===== config.mk =====
export PLATFORM = sky130hd
export DESIGN_NAME = pmm_unit
export DESIGN_NICKNAME = d
export VERILOG_FILES = /design/src/rtl/pmm_pkg.sv /design/src/rtl/pmm_decode.sv /design/src/rtl/pmm_cmp_array.sv /design/src/rtl/pmm_lane_mux.sv /design/src/rtl/pmm_unit.sv
export SDC_FILE = /design/constraint.sdc
export NUM_CORES = 1
export LEC_CHECK = 0
export BUFFER_PORTS_ARGS = -buffer_cell sky130_fd_sc_hd__buf_2
export CAP_MARGIN = 20
export CELL_PAD_IN_SITES_DETAIL_PLACEMENT = 1
export CELL_PAD_IN_SITES_GLOBAL_PLACEMENT = 1
export CORE_UTILIZATION = 38
export CTS_CLUSTER_DIAMETER = 80
export DETAILED_ROUTE_END_ITERATION = 6
export GPL_ROUTABILITY_DRIVEN = 0
export GPL_TIMING_DRIVEN = 0
export PLACE_DENSITY_LB_ADDON = 0.08
export SLEW_MARGIN = 25
export SYNTH_ARGS = -nofsm -noshare
export SYNTH_HDL_FRONTEND = slang
export SYNTH_SLANG_ARGS = --single-unit

===== constraint.sdc =====
create_clock -name clk -period 7.7 [get_ports clk]
set_input_delay 0.77 -clock clk [delete_from_list [all_inputs] [get_ports clk]]
set_output_delay 0.77 -clock clk [all_outputs]
set_load 0.01 [all_outputs]

===== src/rtl/pmm_pkg.sv =====
package pmm_pkg;
    localparam logic [7:0] OPC_SMAX_W = 8'hEE;
    localparam logic [7:0] OPC_UMAX_B = 8'hDE;
    localparam logic [7:0] OPC_SMIN_W = 8'hEA;
    localparam logic [7:0] OPC_UMIN_B = 8'hDA;

    typedef struct packed {
        logic word_mode;
        logic take_max;
        logic legal;
    } pmm_ctl_t;
endpackage


===== src/rtl/pmm_decode.sv =====
module pmm_decode
    import pmm_pkg::*;
(
    input  logic [7:0] opcode,
    output pmm_ctl_t   ctl
);
    always_comb begin
        ctl = '{word_mode: 1'b0, take_max: 1'b0, legal: 1'b0};
        case (opcode)
            OPC_SMAX_W: ctl = '{word_mode: 1'b1, take_max: 1'b1, legal: 1'b1};
            OPC_UMAX_B: ctl = '{word_mode: 1'b0, take_max: 1'b1, legal: 1'b1};
            OPC_SMIN_W: ctl = '{word_mode: 1'b1, take_max: 1'b0, legal: 1'b1};
            OPC_UMIN_B: ctl = '{word_mode: 1'b0, take_max: 1'b0, legal: 1'b1};
            default:    ctl = '{word_mode: 1'b0, take_max: 1'b0, legal: 1'b0};
        endcase
    end
endmodule


===== src/rtl/pmm_cmp_array.sv =====
module pmm_cmp_array #(
    parameter int BYTES = 16
) (
    input  logic [BYTES*8-1:0] a,
    input  logic [BYTES*8-1:0] b,
    input  logic               word_mode,
    output logic [BYTES-1:0]   lane_gt
);
    localparam int WORDS = BYTES / 2;

    logic [BYTES-1:0] byte_gt;
    logic [WORDS-1:0] hi_eq;

    for (genvar i = 0; i < BYTES; i++) begin : g_byte
        logic       flip;
        logic [7:0] ka;
        logic [7:0] kb;
        // Inverting the sign bit maps signed order onto unsigned order
        assign flip = word_mode && ((i % 2) == 1);
        assign ka   = {a[8*i+7] ^ flip, a[8*i+6 -: 7]};
        assign kb   = {b[8*i+7] ^ flip, b[8*i+6 -: 7]};
        assign byte_gt[i] = ka > kb;
        if ((i % 2) == 1) begin : g_hi
            assign hi_eq[i/2] = ka == kb;
        end
    end

    for (genvar w = 0; w < WORDS; w++) begin : g_word
        logic word_gt;
        assign word_gt = byte_gt[2*w+1] | (hi_eq[w] & byte_gt[2*w]);
        assign lane_gt[2*w]   = word_mode ? word_gt : byte_gt[2*w];
        assign lane_gt[2*w+1] = word_mode ? word_gt : byte_gt[2*w+1];
    end
endmodule


===== src/rtl/pmm_lane_mux.sv =====
module pmm_lane_mux #(
    parameter int BYTES = 16
) (
    input  logic [BYTES*8-1:0] a,
    input  logic [BYTES*8-1:0] b,
    input  logic [BYTES-1:0]   lane_gt,
    input  logic               take_max,
    output logic [BYTES*8-1:0] result
);
    for (genvar i = 0; i < BYTES; i++) begin : g_sel
        // A wins when its verdict matches the wanted direction
        assign result[8*i +: 8] = (lane_gt[i] == take_max) ? a[8*i +: 8] : b[8*i +: 8];
    end
endmodule


===== src/rtl/pmm_unit.sv =====
module pmm_unit
    import pmm_pkg::*;
#(
    parameter int DATA_W = 128
) (
    input  logic              clk,
    input  logic              rst_n,
    input  logic              in_valid,
    output logic              in_ready,
    input  logic [7:0]        in_opcode,
    input  logic [DATA_W-1:0] in_a,
    input  logic [DATA_W-1:0] in_b,
    output logic              out_valid,
    input  logic              out_ready,
    output logic [DATA_W-1:0] out_result,
    output logic              out_illegal
);
    localparam int BYTES = DATA_W / 8;

    typedef struct packed {
        logic              valid;
        logic              illegal;
        logic [DATA_W-1:0] result;
    } pmm_state_t;

    pmm_state_t        st_d, st_q;
    pmm_ctl_t          ctl;
    logic [BYTES-1:0]  lane_gt;
    logic [DATA_W-1:0] lane_res;

    pmm_decode u_decode (
        .opcode (in_opcode),
        .ctl    (ctl)
    );

    pmm_cmp_array #(.BYTES(BYTES)) u_cmp (
        .a         (in_a),
        .b         (in_b),
        .word_mode (ctl.word_mode),
        .lane_gt   (lane_gt)
    );

    pmm_lane_mux #(.BYTES(BYTES)) u_mux (
        .a        (in_a),
        .b        (in_b),
        .lane_gt  (lane_gt),
        .take_max (ctl.take_max),
        .result   (lane_res)
    );

    assign in_ready = !st_q.valid || out_ready;

    always_comb begin
        st_d = st_q;
        if (in_ready) begin
            st_d.valid = in_valid;
            if (in_valid) begin
                st_d.illegal = !ctl.legal;
                st_d.result  = ctl.legal ? lane_res : in_a;
            end
        end
    end

    always_ff @(posedge clk) begin
        if (!rst_n) begin
            st_q <= '0;
        end else begin
            st_q <= st_d;
        end
    end

    assign out_valid   = st_q.valid;
    assign out_result  = st_q.result;
    assign out_illegal = st_q.illegal;

    assert_accept_latency_R7: assert property (@(posedge clk) disable iff (!rst_n)
        (in_valid && in_ready) |=> out_valid);

    assert_hold_on_stall_R8: assert property (@(posedge clk) disable iff (!rst_n)
        (out_valid && !out_ready) |=> (out_valid && $stable(out_result) && $stable(out_illegal)));

    assert_no_accept_when_full_R10: assert property (@(posedge clk) disable iff (!rst_n)
        (out_valid && !out_ready) |-> !in_ready);

    assert_illegal_passthru_R6: assert property (@(posedge clk) disable iff (!rst_n)
        (in_valid && in_ready && !ctl.legal) |=> (out_illegal && out_result == $past(in_a)));

    assert_legal_flag_clear_R6: assert property (@(posedge clk) disable iff (!rst_n)
        (in_valid && in_ready && ctl.legal) |=> !out_illegal);
endmodule


Word-level counts from Yosys, hierarchy flattened
Index checks and enable logic that the tools add are counted.
{"block": "op_classes", "div": 0, "magnitude_cmp": 16, "add_sub_neg": 0, "eq_ne": 28, "reduce_logical": 4, "multipliers": 0, "shift": 0, "n_mux": 34, "bitwise": 32}
{"cell": "8-bit greater-than comparator", "n": 16}
{"cell": "128-bit two-way mux", "n": 1}
{"cell": "8-bit two-way mux", "n": 16}
{"cell": "8-bit equality test", "n": 8}
{"cell": "8-bit equality test (second input constant)", "n": 4}
{"cell": "1-bit equality test", "n": 16}
{"cell": "1-bit two-way mux", "n": 16}
{"cell": "1-bit XOR", "n": 16}
{"cell": "3-bit one-hot mux with 4 select lines", "n": 1}
{"cell": "1-bit bitwise AND", "n": 8}
{"cell": "1-bit bitwise OR", "n": 8}
{"cell": "1-bit zero test", "n": 2}
{"cell": "2-bit AND reduction", "n": 1}
{"cell": "1-bit logical OR", "n": 1}
{"block": "word_totals", "romBits": 0, "ramBits": 0, "out_inout_bits": 131, "wordCells": 117, "latch_bits": 0, "regBits": 130, "memories": 0}

Depth between registers and ports, before layout
Gate-level depths: netlist of the first run.
{"block": "depth", "ltp_word": 10, "mapped_depth": 11, "depth_no_buf": 9}

Hierarchy
From an unflattened synthesis of the first run, not the netlist that was laid out.
{"block": "unflattened", "cells_unflattened": 1065, "hier_area_um2": 10876.7}
{"module": "pmm_unit", "n_inst": 1, "cells_each": 437, "area_per_inst_um2": 5451.5, "seq_area_each_um2": 2602.5}
{"module": "pmm_cmp_array", "n_inst": 1, "cells_each": 476, "area_per_inst_um2": 3568.4, "seq_area_each_um2": 0.0}
{"module": "pmm_lane_mux", "n_inst": 1, "cells_each": 146, "area_per_inst_um2": 1795.5, "seq_area_each_um2": 0.0}
{"module": "pmm_decode", "n_inst": 1, "cells_each": 6, "area_per_inst_um2": 61.3, "seq_area_each_um2": 0.0}

Worst setup path before layout of the first run
OpenSTA, ideal clock, no wires.
{"block": "synth_path", "kind": "input port to flip-flop", "start": "input port in_b[41]", "end": "register st_q, in the netlist out_result[33]", "path_slack_ns": 4.755, "arrival_time_ns": 2.857, "path_stages": 11, "path_buffers": 2, "cell_sequence": "inv_1 > ha_1 > nor2b_1 > o211ai_1 > a21boi_0 > or4_4 > and3_4 > buf_6 > or2_1 > buf_6 > a311oi_2"}
{"block": "synth_between", "elab_chain_cells": 7, "elab_cells_between_ends": 8, "classes_between": "order compare: 1; eq/ne: 2; mux: 3; bitwise: 2"}
{"element": "start, declared", "line_no": "pmm_unit.sv:12", "source": "input logic [DATA_W-1:0] in_b,"}
{"element": "parallel branches: the longest is 2 deep, another holds 8-bit greater-than comparator"}
{"element": "1-bit bitwise OR (*)", "line_no": "pmm_cmp_array.sv:30", "source": "assign word_gt = byte_gt[2*w+1] | (hi_eq[w] & byte_gt[2*w]);"}
{"element": "1-bit two-way mux (*)", "line_no": "pmm_cmp_array.sv:31", "source": "assign lane_gt[2*w] = word_mode ? word_gt : byte_gt[2*w];"}
{"element": "1-bit equality test (*)", "line_no": "pmm_lane_mux.sv:12", "source": "assign result[8*i +: 8] = (lane_gt[i] == take_max) ? a[8*i +: 8] : b[8*i +: 8];"}
{"element": "8-bit two-way mux (*)", "line_no": "pmm_lane_mux.sv:12"}
{"element": "128-bit two-way mux (*)", "line_no": "pmm_unit.sv:59", "source": "st_d.result = ctl.legal ? lane_res : in_a;"}
{"element": "end signal, assigned", "line_no": "pmm_unit.sv:68", "source": "st_q <= st_d;"}
{"element": "end, declared", "line_no": "pmm_unit.sv:26", "source": "pmm_state_t st_d, st_q;"}
Every way passes the cells marked *.
A chain may end at the register's enable or synchronous reset.

Final worst setup path of the first run
{"block": "layout_path", "start": "input port in_opcode[0]", "end": "register st_q, in the netlist out_result[117]"}
{"block": "layout_between", "elab_chain_cells": 10, "elab_cells_between_ends": 15, "classes_between": "order compare: 1; eq/ne: 6; mux: 4; bitwise: 4"}
{"element": "start, declared", "line_no": "pmm_unit.sv:10", "source": "input logic [7:0] in_opcode,"}
{"element": "8-bit equality test", "line_no": "pmm_decode.sv:9", "source": "case (opcode)"}
{"element": "3-bit one-hot mux with 4 select lines (*)", "line_no": "pmm_decode.sv:9"}
{"element": "parallel branches: the longest is 7 deep, another holds 8-bit greater-than comparator"}
{"element": "128-bit two-way mux (*)", "line_no": "pmm_unit.sv:59"}
Marks and branches as above.

==> results.py, run 1 <==
metrics = {
    "setup_path": {
        "slowest_delay_ns": 0.72,
        "endpoint_kind": "register",
        "cp_max_fo": 10,
        "worstPathRequired_ns": 7.98,
        "path_cells": "buf_2, and3b_1, buf_2, and4_1, clkbuf_1, and2_1, clkbuf_1, nand3_1, nand3_1, a31oi_1",
        "worstSetupPathType": "in2reg",
        "crit_arrival_ns": 3.91,
        "slowest_stage": "clkbuf_1",
        "path_delay_family": "simple AND/OR/NAND/NOR gates",
        "cp-start-kind": "input port",
        "path_buf_inv": 4,
    },
    "detailed_routing": {
        "wl_per_cell_microns": 20.6,
        "drc": 0,
        "drtIter0Drc": 706,
        "dr.pass1.iters": 7,
        "vias": 12200,
        "wl_microns": 43000,
        "final_antenna_net_count": 0,
        "via_per_inst": 5.85,
    },
    "floorplanning": {
        "dieArea_sq_um": 26700,
        "chipHeight_microns": 164,
        "pin_count": 399,
        "num_rows": 58,
        "start_util": 0.390,
        "core_sq_um": 25400,
        "dieWidth_microns": 164,
    },
    "logic_synthesis": {
        "syn_nets": 1692,
        "synth_edf_count": 0,
        "syn_avg_cell_area_sq_um": 7.60,
        "synthArstFlopShare": 0,
        "yosysWarningCount": 0,
        "netlist_top_cells_count": "o21ai_0 (193), inv_1 (141), dfxtp_1 (130), nand3_1 (128), ha_1 (120)",
        "synth.top_cell.area_share": 0.262,
        "syn_inst": 1304,
        "synth-main-ff-cell": "dfxtp_1",
        "synthTopCellsByArea": "dfxtp_1 (26%), ha_1 (15%), o21ai_0 (9.7%), a31oi_1 (6.8%), nand3_1 (6.5%)",
        "ys_seq_area_frac": 0.262,
        "synthMostInstantiatedCell": "o21ai_0",
        "syn_area_sq_um": 9910,
        "netlist-cell-type-count": 57,
        "synth_top_cell_by_area": "dfxtp_1",
        "synth-seq-cells": 130,
    },
    "clocking": {
        "cts_max_level": 4,
        "cts_made_buffers": 17,
        "cts_resized": 0,
        "clk_latency_ns": 0.43,
        "root_buffer": "clkbuf_16",
        "clkTransAtPathRegs_ns": 0.07,
        "tritoncts": "built",
        "cts_setup_buffers": 0,
        "holdBufCountCts": 0,
        "cts.sinks": 130,
        "clockBufferDepth": 2,
    },
    "timing": {
        "max_freq_mhz": 275,
        "worst_slew_pin_slew_ns": 0.937,
        "hold_viol_final": 0,
        "finClkSkew_ns": 0.00848,
        "slew_violations": 0,
        "min_period_over_period": 0.471,
        "finalSetupTns_ns": 0,
        "setup_viol": 0,
        "period_minus_slack_ns": 3.63,
        "timing.slew.headroom": 0.372,
        "rsz0062_at_grt": "no",
    },
    "grt": {
        "antenna_found_initial": 22,
        "grt_max_degree": 17,
        "grt_pass1_wl_microns": 64900,
        "globalRouteOverflowTotal": 0,
        "grt_pass1_vias": 12200,
        "track_usage": 0.312,
    },
    "finish": {
        "multi_input_area_sq_um": 6470,
        "fillers": 3340,
        "regArea_sq_um": 2600,
        "stdcell_area_sq_um": 13000,
        "fin_cells": 2084,
        "drive_gt1_frac": 0.270,
        "syn_to_final_growth_pct": 31.2,
        "nets": 2107,
    },
    "placed_design": {
        "place_inst": 2030,
        "numPortBuffers": 396,
        "post_dp_cell_area_sq_um": 12300,
        "post-dp-hpwl_microns": 32900,
    },
    "worst_hold_path": {
        "hp-class": "reg2reg",
    },
    "power_and_ir_drop": {
        "p_leak_uw": 0.00627,
        "ir_drop_mv": 0.118,
        "powerDensity_nw_per_um2": 169,
    },
    "flow_run": {
        "maxCapViolations": 0,
    },
    "status": {
        "outcome": "finished clean",
    },
}
cells by family after synthesis:
kind of cell | count (synthesis) | synth area share
flops | 130 | 0.262
xor+xnor | 3 | 0.00265
compound gates | 504 | 0.313
fa+ha+maj | 120 | 0.151
buf+inv | 216 | 0.0847
simple gates | 331 | 0.185
through the flow:
stage	hold slack (ns)	setup slack [ns]	power (uW)	utilization
6_report	0.550	4.07	2200	0.512
3_5_place_dp	0.537	3.61	1290	0.485
3_3_place_gp	0.523	3.70	1270	0.485
4_1_cts	0.553	4.04	2210	0.510
2_1_floorplan	0.557	4.75	1050	-
5_1_grt	0.562	3.93	2300	0.511
sequential cells by signal, indices dropped and copies added (netlist names):
register	cells
out_illegal	1
out_result	128
out_valid	1
power by group:
| group | internal, uW | switching (uW) |
|---|---|---|
| Sequential | 727 | 25.6 |
| Clock | 563 | 351 |
| Combinational | 216 | 316 |
| Total | 1510 | 693 |
per-layer routing:
| layer | GRT usage | part of all wire | vias up | wire (microns) |
|---|---|---|---|---|
| li1 | - | - | 5802 | - |
| met4 | 0.144 | 0.034 | 6 | 1470 |
| met1 | 0.377 | 0.42 | 5875 | 18100 |
| met5 | 0 | 0.00079 | - | 34 |
| met3 | 0.0678 | 0.067 | 85 | 2880 |
| met2 | 0.524 | 0.48 | 413 | 20500 |
worst min-delay path: cells and delay by family (launching register included):
kind	cells	cell delay, ns
flops	1	0.31
compound gates	2	0.20
cell usage in the layout, fill, tap and decap left out, types with 4 or more instances in the layout:
cell,Yosys,routed
bufinv_16,0,4
inv_1,141,141
a211oi_1,15,15
ha_1,120,120
o221a_2,8,8
dfxtp_1,130,130
o211ai_1,17,17
clkbuf_1,63,65
nor3_1,15,15
or2_2,10,10
a221oi_1,14,14
buf_1,6,6
nor2b_1,16,16
a211o_1,10,10
o21ai_0,193,193
nor2_1,19,18
a31oi_1,108,108
nor4_1,9,9
a21o_1,9,9
or3_1,17,17
nand4b_1,5,5
o211a_1,5,5
a21oi_1,65,65
o21ai_1,18,18
nand2_1,23,23
o21a_1,16,16
diode_2,0,22
a311oi_2,7,7
clkbuf_16,0,17
buf_2,2,398
nand3_1,128,128
a41oi_1,5,5
nand4_1,68,68
nor4b_1,4,4
path summary, 6_finish.rpt:
| path | slack (ns) | cells after the start | end | startpoint |
|---|---|---|---|---|
| worst max-delay path | 4.07 | 10 | out_result[117]$_SDFFE_PN0P_ | in_opcode[0] |
| worst min-delay path | 0.55 | 2 | out_result[68]$_SDFFE_PN0P_ | out_result[68]$_SDFFE_PN0P_ |
| worst max register to register | 4.88 | 6 | out_result[92]$_SDFFE_PN0P_ | out_valid$_SDFFE_PN0N_ |
| worst min register to register | 0.55 | 2 | out_result[68]$_SDFFE_PN0P_ | out_result[68]$_SDFFE_PN0P_ |
final cells by class:
type	instances	area share
Antenna cell	22	0.00423
Clock buffer	21	0.0354
Buffer	75	0.0239
Clock inverter	11	0.0137
Inverter	141	0.0407
Sequential cell	130	0.200
Multi-Input combinational cell	958	0.498
Tap cell	330	0.0317
Timing Repair Buffer	396	0.152
Note: power is estimated with default switching activity, not from simulation.
==> run 2, diff against run 1 <==
--- a/config.mk
+++ b/config.mk
@@ -9,7 +9,7 @@
 export CAP_MARGIN = 20
 export CELL_PAD_IN_SITES_DETAIL_PLACEMENT = 1
 export CELL_PAD_IN_SITES_GLOBAL_PLACEMENT = 1
-export CORE_UTILIZATION = 38
+export CORE_UTILIZATION = 31
 export CTS_CLUSTER_DIAMETER = 80
 export DETAILED_ROUTE_END_ITERATION = 6
 export GPL_ROUTABILITY_DRIVEN = 0
==> constraint.sdc (replaced) <==
create_clock -name clk -period 3 [get_ports clk]
set_input_delay 0.3 -clock clk [delete_from_list [all_inputs] [get_ports clk]]
set_output_delay 0.3 -clock clk [all_outputs]
set_load 0.01 [all_outputs]
==> results.py, run 2 (same netlist as run 1, synthesis figures left out) <==
metrics = {
    "status": {
        "outcome": "complete, but fails checks",
        "violations": "negative setup slack",
    },
    "setup_path": {
        "path_cells": "buf_2, and3b_1, buf_2, nand4_1, or2_2, clkbuf_1, nor3_1, o21ai_0, a31oi_1",
        "slowest_delay_ns": 0.91,
        "slowest_stage": "nor3_1",
        "path_common_cell": "buf_2",
        "timing.rr.end": "out_result[8]$_SDFFE_PN0P_",
        "crit_arrival_ns": 3.44,
        "endpoint_kind": "register",
        "cp-start-kind": "input port",
        "r2r_cells": 6,
        "worstSetupPathType": "in2reg",
        "rrSetupSlack_ns": 0.25,
        "reg2reg_from": "out_valid$_SDFFE_PN0N_",
        "worstPathRequired_ns": 3.36,
        "cp_max_fo": 10,
    },
    "grt": {
        "globalRouteOverflowTotal": 0,
        "grt_max_degree": 17,
        "busiest_layer": "met2",
        "grtUsageMet2": 0.454,
        "track_usage": 0.268,
        "grt_pass1_vias": 12200,
        "grt_pass1_wl_microns": 68400,
        "met1_usage": 0.328,
        "met3_usage": 0.0659,
        "antenna_found_initial": 17,
    },
    "finish": {
        "syn_to_final_growth_pct": 31.4,
        "fin_cells": 2145,
        "final_cell_mix": "buf_2 (398), o21ai_0 (193), inv_1 (141)",
        "stdcell_area_sq_um": 13000,
        "mostFrequentLayoutCell": "buf_2",
        "largest_reg_flops": 128,
        "nets": 2107,
        "drive_gt1_frac": 0.273,
        "final_util": 0.414,
    },
    "detailed_routing": {
        "drtIter0Drc": 462,
        "final_antenna_net_count": 0,
        "wl_per_cell_microns": 20.7,
        "via_per_inst": 5.54,
        "dr.pass1.iters": 5,
        "drc": 0,
        "vias": 11900,
        "wl_microns": 44400,
    },
    "floorplanning": {
        "start_util": 0.315,
        "dieArea_sq_um": 32700,
        "pin_count": 399,
        "chipHeight_microns": 181,
        "num_rows": 65,
        "core_sq_um": 31500,
        "dieWidth_microns": 181,
    },
    "worst_hold_path": {
        "hp-class": "in2reg",
        "hold_start": "in_valid",
        "hold_depth": 3,
        "min_to": "out_valid$_SDFFE_PN0N_",
    },
    "timing": {
        "slew_violations": 0,
        "max_freq_mhz": 325,
        "worst_slew_pin_slew_ns": 1.16,
        "rsz0062_at_grt": "yes",
        "hold_viol_final": 0,
        "setup_ws_ns": -0.0757,
        "finClkSkew_ns": 0.00725,
        "setup_viol": 10,
        "min_period_over_period": 1.03,
        "timing.slew.headroom": 0.227,
        "period_minus_slack_ns": 3.08,
    },
    "clocking": {
        "clkTransAtPathRegs_ns": 0.06,
        "clk_latency_ns": 0.44,
        "tritoncts": "built",
        "cts_setup_buffers": 0,
        "cts_max_level": 4,
        "cts_made_buffers": 17,
        "clockBufferDepth": 2,
        "cts.sinks": 130,
        "root_buffer": "clkbuf_16",
        "holdBufCountCts": 0,
    },
    "placed_design": {
        "place_inst": 2102,
        "preCtsSetupSlack_ns": -0.804,
        "numPortBuffers": 396,
        "post_dp_cell_area_sq_um": 12400,
        "post-dp-hpwl_microns": 34500,
    },
    "power_and_ir_drop": {
        "p_leak_uw": 0.00627,
        "ir_drop_mv": 0.372,
        "power_uw": 5410,
        "powerDensity_nw_per_um2": 415,
    },
    "flow_run": {
        "maxCapViolations": 0,
    },
}
[run 2: changes by cell type in the layout (fill, tap and decap cells not counted), moves of 3 or more]
cell / change
diode_2: -8
clkinv_4: -3
clkinv_2: +4
clkbuf_1: -3
clkinvlp_4: -3
[run 2: area by class of cell]
cell class,instances,area (sq um)
Tap cell,402,503
Antenna cell,14,35.0
Inverter,141,529
Sequential cell,130,2600
Clock inverter,6,80.1
Timing Repair Buffer,396,1980
Fill cell,4029,18400
Multi-Input combinational cell,958,6500
Clock buffer,23,488
Buffer,75,313
[run 2: worst max path at each step]
stage                  from  slack (ns)                            to
3_3_place_gp   in_opcode[0]       -0.78  out_result[114]$_SDFFE_PN0P_
3_5_place_dp   in_opcode[0]       -0.80  out_result[113]$_SDFFE_PN0P_
6_report       in_opcode[0]       -0.08   out_result[17]$_SDFFE_PN0P_
4_1_cts        in_opcode[0]       -0.03   out_result[18]$_SDFFE_PN0P_
5_1_grt        in_opcode[0]       -0.21   out_result[19]$_SDFFE_PN0P_
2_1_floorplan      in_b[41]        0.52   out_result[33]$_SDFFE_PN0P_
[run 2: worst max-delay path, delay by kind of cell]
family                 cells  cell delay [ns]
buffers and inverters      3             0.91
AOI/OAI and AO/OA          2             0.40
and+or+nand+nor            4             1.81
[run 2: routing by layer]
| layer | share of wire | vias up |
|---|---|---|
| met5 | 0.0015 | - |
| met4 | 0.024 | 12 |
| met3 | 0.063 | 61 |
| met2 | 0.47 | 331 |
| met1 | 0.44 | 5674 |
| li1 | - | 5805 |
[run 2: stage by stage]
step	hold WS, ns	setup TNS, ns
after floorplan	0.439	0
after CTS	0.0942	-0.100
final	0.120	-0.375
after detailed placement	0.528	-71.75
after global placement	0.526	-71.19
after global routing	0.120	-4.80
[run 2: repair_timing]
action / in CTS / in global routing
pin swaps: 0 / 0
resized for setup: 5 / 5
endpoints found under the setup margin: 69 / 82
[run 2: where the power goes]
part | switching (uW) | internal (uW) | total (uW) | leakage, uW
sequential | 64.8 | 1870 | 1930 | 0.00108
clock | 830 | 1290 | 2120 | 0.000285
combinational | 808 | 552 | 1360 | 0.00490
==> run 3, diff against run 2 <==
--- a/config.mk
+++ b/config.mk
@@ -9,7 +9,7 @@
 export CAP_MARGIN = 20
 export CELL_PAD_IN_SITES_DETAIL_PLACEMENT = 1
 export CELL_PAD_IN_SITES_GLOBAL_PLACEMENT = 1
-export CORE_UTILIZATION = 31
+export CORE_UTILIZATION = 30
 export CTS_CLUSTER_DIAMETER = 80
 export DETAILED_ROUTE_END_ITERATION = 6
 export GPL_ROUTABILITY_DRIVEN = 0
==> results.py, run 3 (same netlist as run 1, synthesis figures left out) <==
metrics = {
    "worst_hold_path": {
        "hp-class": "in2reg",
    },
    "grt": {
        "grt_pass1_vias": 12100,
        "grt_pass1_wl_microns": 67600,
        "grt_max_degree": 17,
        "globalRouteOverflowTotal": 0,
        "track_usage": 0.260,
        "antenna_found_initial": 20,
    },
    "floorplanning": {
        "pin_count": 399,
        "chipHeight_microns": 184,
        "dieWidth_microns": 184,
        "start_util": 0.305,
        "core_sq_um": 32500,
        "dieArea_sq_um": 33800,
        "num_rows": 66,
    },
    "placed_design": {
        "post_dp_cell_area_sq_um": 12500,
        "numPortBuffers": 396,
        "post-dp-hpwl_microns": 34400,
    },
    "timing": {
        "worst_slew_pin_slew_ns": 1.02,
        "hold_viol_final": 0,
        "setup_viol": 0,
        "timing.slew.headroom": 0.320,
        "max_freq_mhz": 339,
        "period_minus_slack_ns": 2.95,
        "min_period_over_period": 0.983,
        "rsz0062_at_grt": "yes",
        "slew_violations": 0,
        "finClkSkew_ns": 0.0113,
        "finalSetupTns_ns": 0,
        "holdWs_ns": 0.122,
    },
    "power_and_ir_drop": {
        "clockPowerShare": 0.419,
        "powerDensity_nw_per_um2": 430,
        "p_comb_frac": 0.240,
        "p_seq_frac": 0.342,
        "p_leak_uw": 0.00630,
        "p_int_uw": 3920,
        "ir_drop_mv": 0.390,
        "swShare": 0.308,
        "power_uw": 5650,
        "power_switching_uw": 1740,
    },
    "clocking": {
        "clk_latency_ns": 0.45,
        "holdBufCountCts": 0,
        "root_buffer": "clkbuf_16",
        "clockBufferDepth": 2,
        "cts.sinks": 130,
        "clkTransAtPathRegs_ns": 0.06,
        "cts_made_buffers": 17,
        "cts_max_level": 4,
        "tritoncts": "built",
    },
    "setup_path": {
        "cp_max_fo": 10,
        "cp-start-kind": "input port",
        "slowest_stage": "nor3_1",
        "crit_arrival_ns": 3.31,
        "worstPathRequired_ns": 3.36,
        "path_common_cell": "buf_2",
        "path_delay_family": "simple AND/OR/NAND/NOR gates",
        "path_buf_inv": 3,
        "endpoint_kind": "register",
        "worstSetupPathType": "in2reg",
        "path_cells": "buf_2, and3b_1, buf_2, nand4_1, or2_2, clkbuf_1, nor3_1, o21ai_0, a31oi_1",
        "slowest_delay_ns": 0.90,
    },
    "finish": {
        "nets": 2107,
        "stdcell_area_sq_um": 13100,
        "final_cell_mix": "buf_2 (398), o21ai_0 (193), inv_1 (141)",
        "largest_reg_flops": 128,
        "final_util": 0.404,
        "mostFrequentLayoutCell": "buf_2",
        "drive_gt1_frac": 0.273,
        "syn_to_final_growth_pct": 32.5,
    },
    "detailed_routing": {
        "via_per_inst": 5.46,
        "drc": 0,
        "wl_microns": 44200,
        "final_antenna_net_count": 0,
        "drtIter0Drc": 557,
        "dr.pass1.iters": 5,
        "wl_per_cell_microns": 20.2,
        "vias": 11900,
    },
    "status": {
        "outcome": "finished clean",
    },
    "flow_run": {
        "maxCapViolations": 0,
    },
}
run 3: cell types whose count changed in the layout (fill, tap and decap cells not counted), sizes merged:
cell      previous run  this run
clkinvlp             0         2
bufinv               2         4
clkinv               4         3
diode               14        10
run 3: layout make-up:
class                           count  area (sq um)
Clock inverter                      9           150
Buffer                             75           313
Fill cell                        4235         19400
Antenna cell                       10          25.0
Tap cell                          442           553
Multi-Input combinational cell    958          6480
Clock buffer                       23           498
Sequential cell                   130          2600
Timing Repair Buffer              396          1980
Inverter                          141           529
run 3: worst reg2reg max path: stages (launching register included):
cell and delay, ns:
dfxtp_1 0.34, nand2b_1 0.21, and2_0 0.24, clkbuf_1 0.61, clkbuf_1 0.54, clkbuf_1 0.48
a31oi_1 0.16
run 3: worst paths after layout:
| check | end | startpoint | slack, ns | cells past startpoint |
|---|---|---|---|---|
| max | out_result[100]$_SDFFE_PN0P_ | in_opcode[0] | 0.05 | 9 |
| min | out_result[120]$_SDFFE_PN0P_ | in_b[120] | 0.12 | 3 |
| max reg2reg | out_result[9]$_SDFFE_PN0P_ | out_valid$_SDFFE_PN0N_ | 0.28 | 6 |
| min reg2reg | out_result[119]$_SDFFE_PN0P_ | out_result[119]$_SDFFE_PN0P_ | 0.55 | 2 |
run 3: power groups by stage:
stage	combinational (uW)	clock, uW	sequential [uW]
floorplan	665	0	2030
global placement	1330	0	1970
detailed placement	1350	0	1970
CTS	1360	2430	1930
global route	1520	2490	1950
finish	1360	2370	1930
run 3: stage by stage:
stage	worst slack, ns	instances
after CTS	0.0128	2174
after global placement	-0.667	2142
final	0.0515	2184
after global routing	-0.158	2179
after detailed placement	-0.715	2142
after floorplan	0.525	1304
run 3: per-layer routing:
| metal | part of all wire | global-route usage | vias up |
|---|---|---|---|
| met1 | 0.44 | 0.316 | 5663 |
| met4 | 0.028 | 0.108 | 22 |
| met5 | 0.0026 | 0 | - |
| met3 | 0.062 | 0.0660 | 80 |
| met2 | 0.47 | 0.436 | 369 |
| li1 | - | - | 5797 |
run 3: what timing repair did:
item	CTS	global route
setup buffers	0	0
resized for setup	2	4
pin swaps	0	0
endpoints found under the setup margin	64	105
endpoints found under the hold margin	0	0
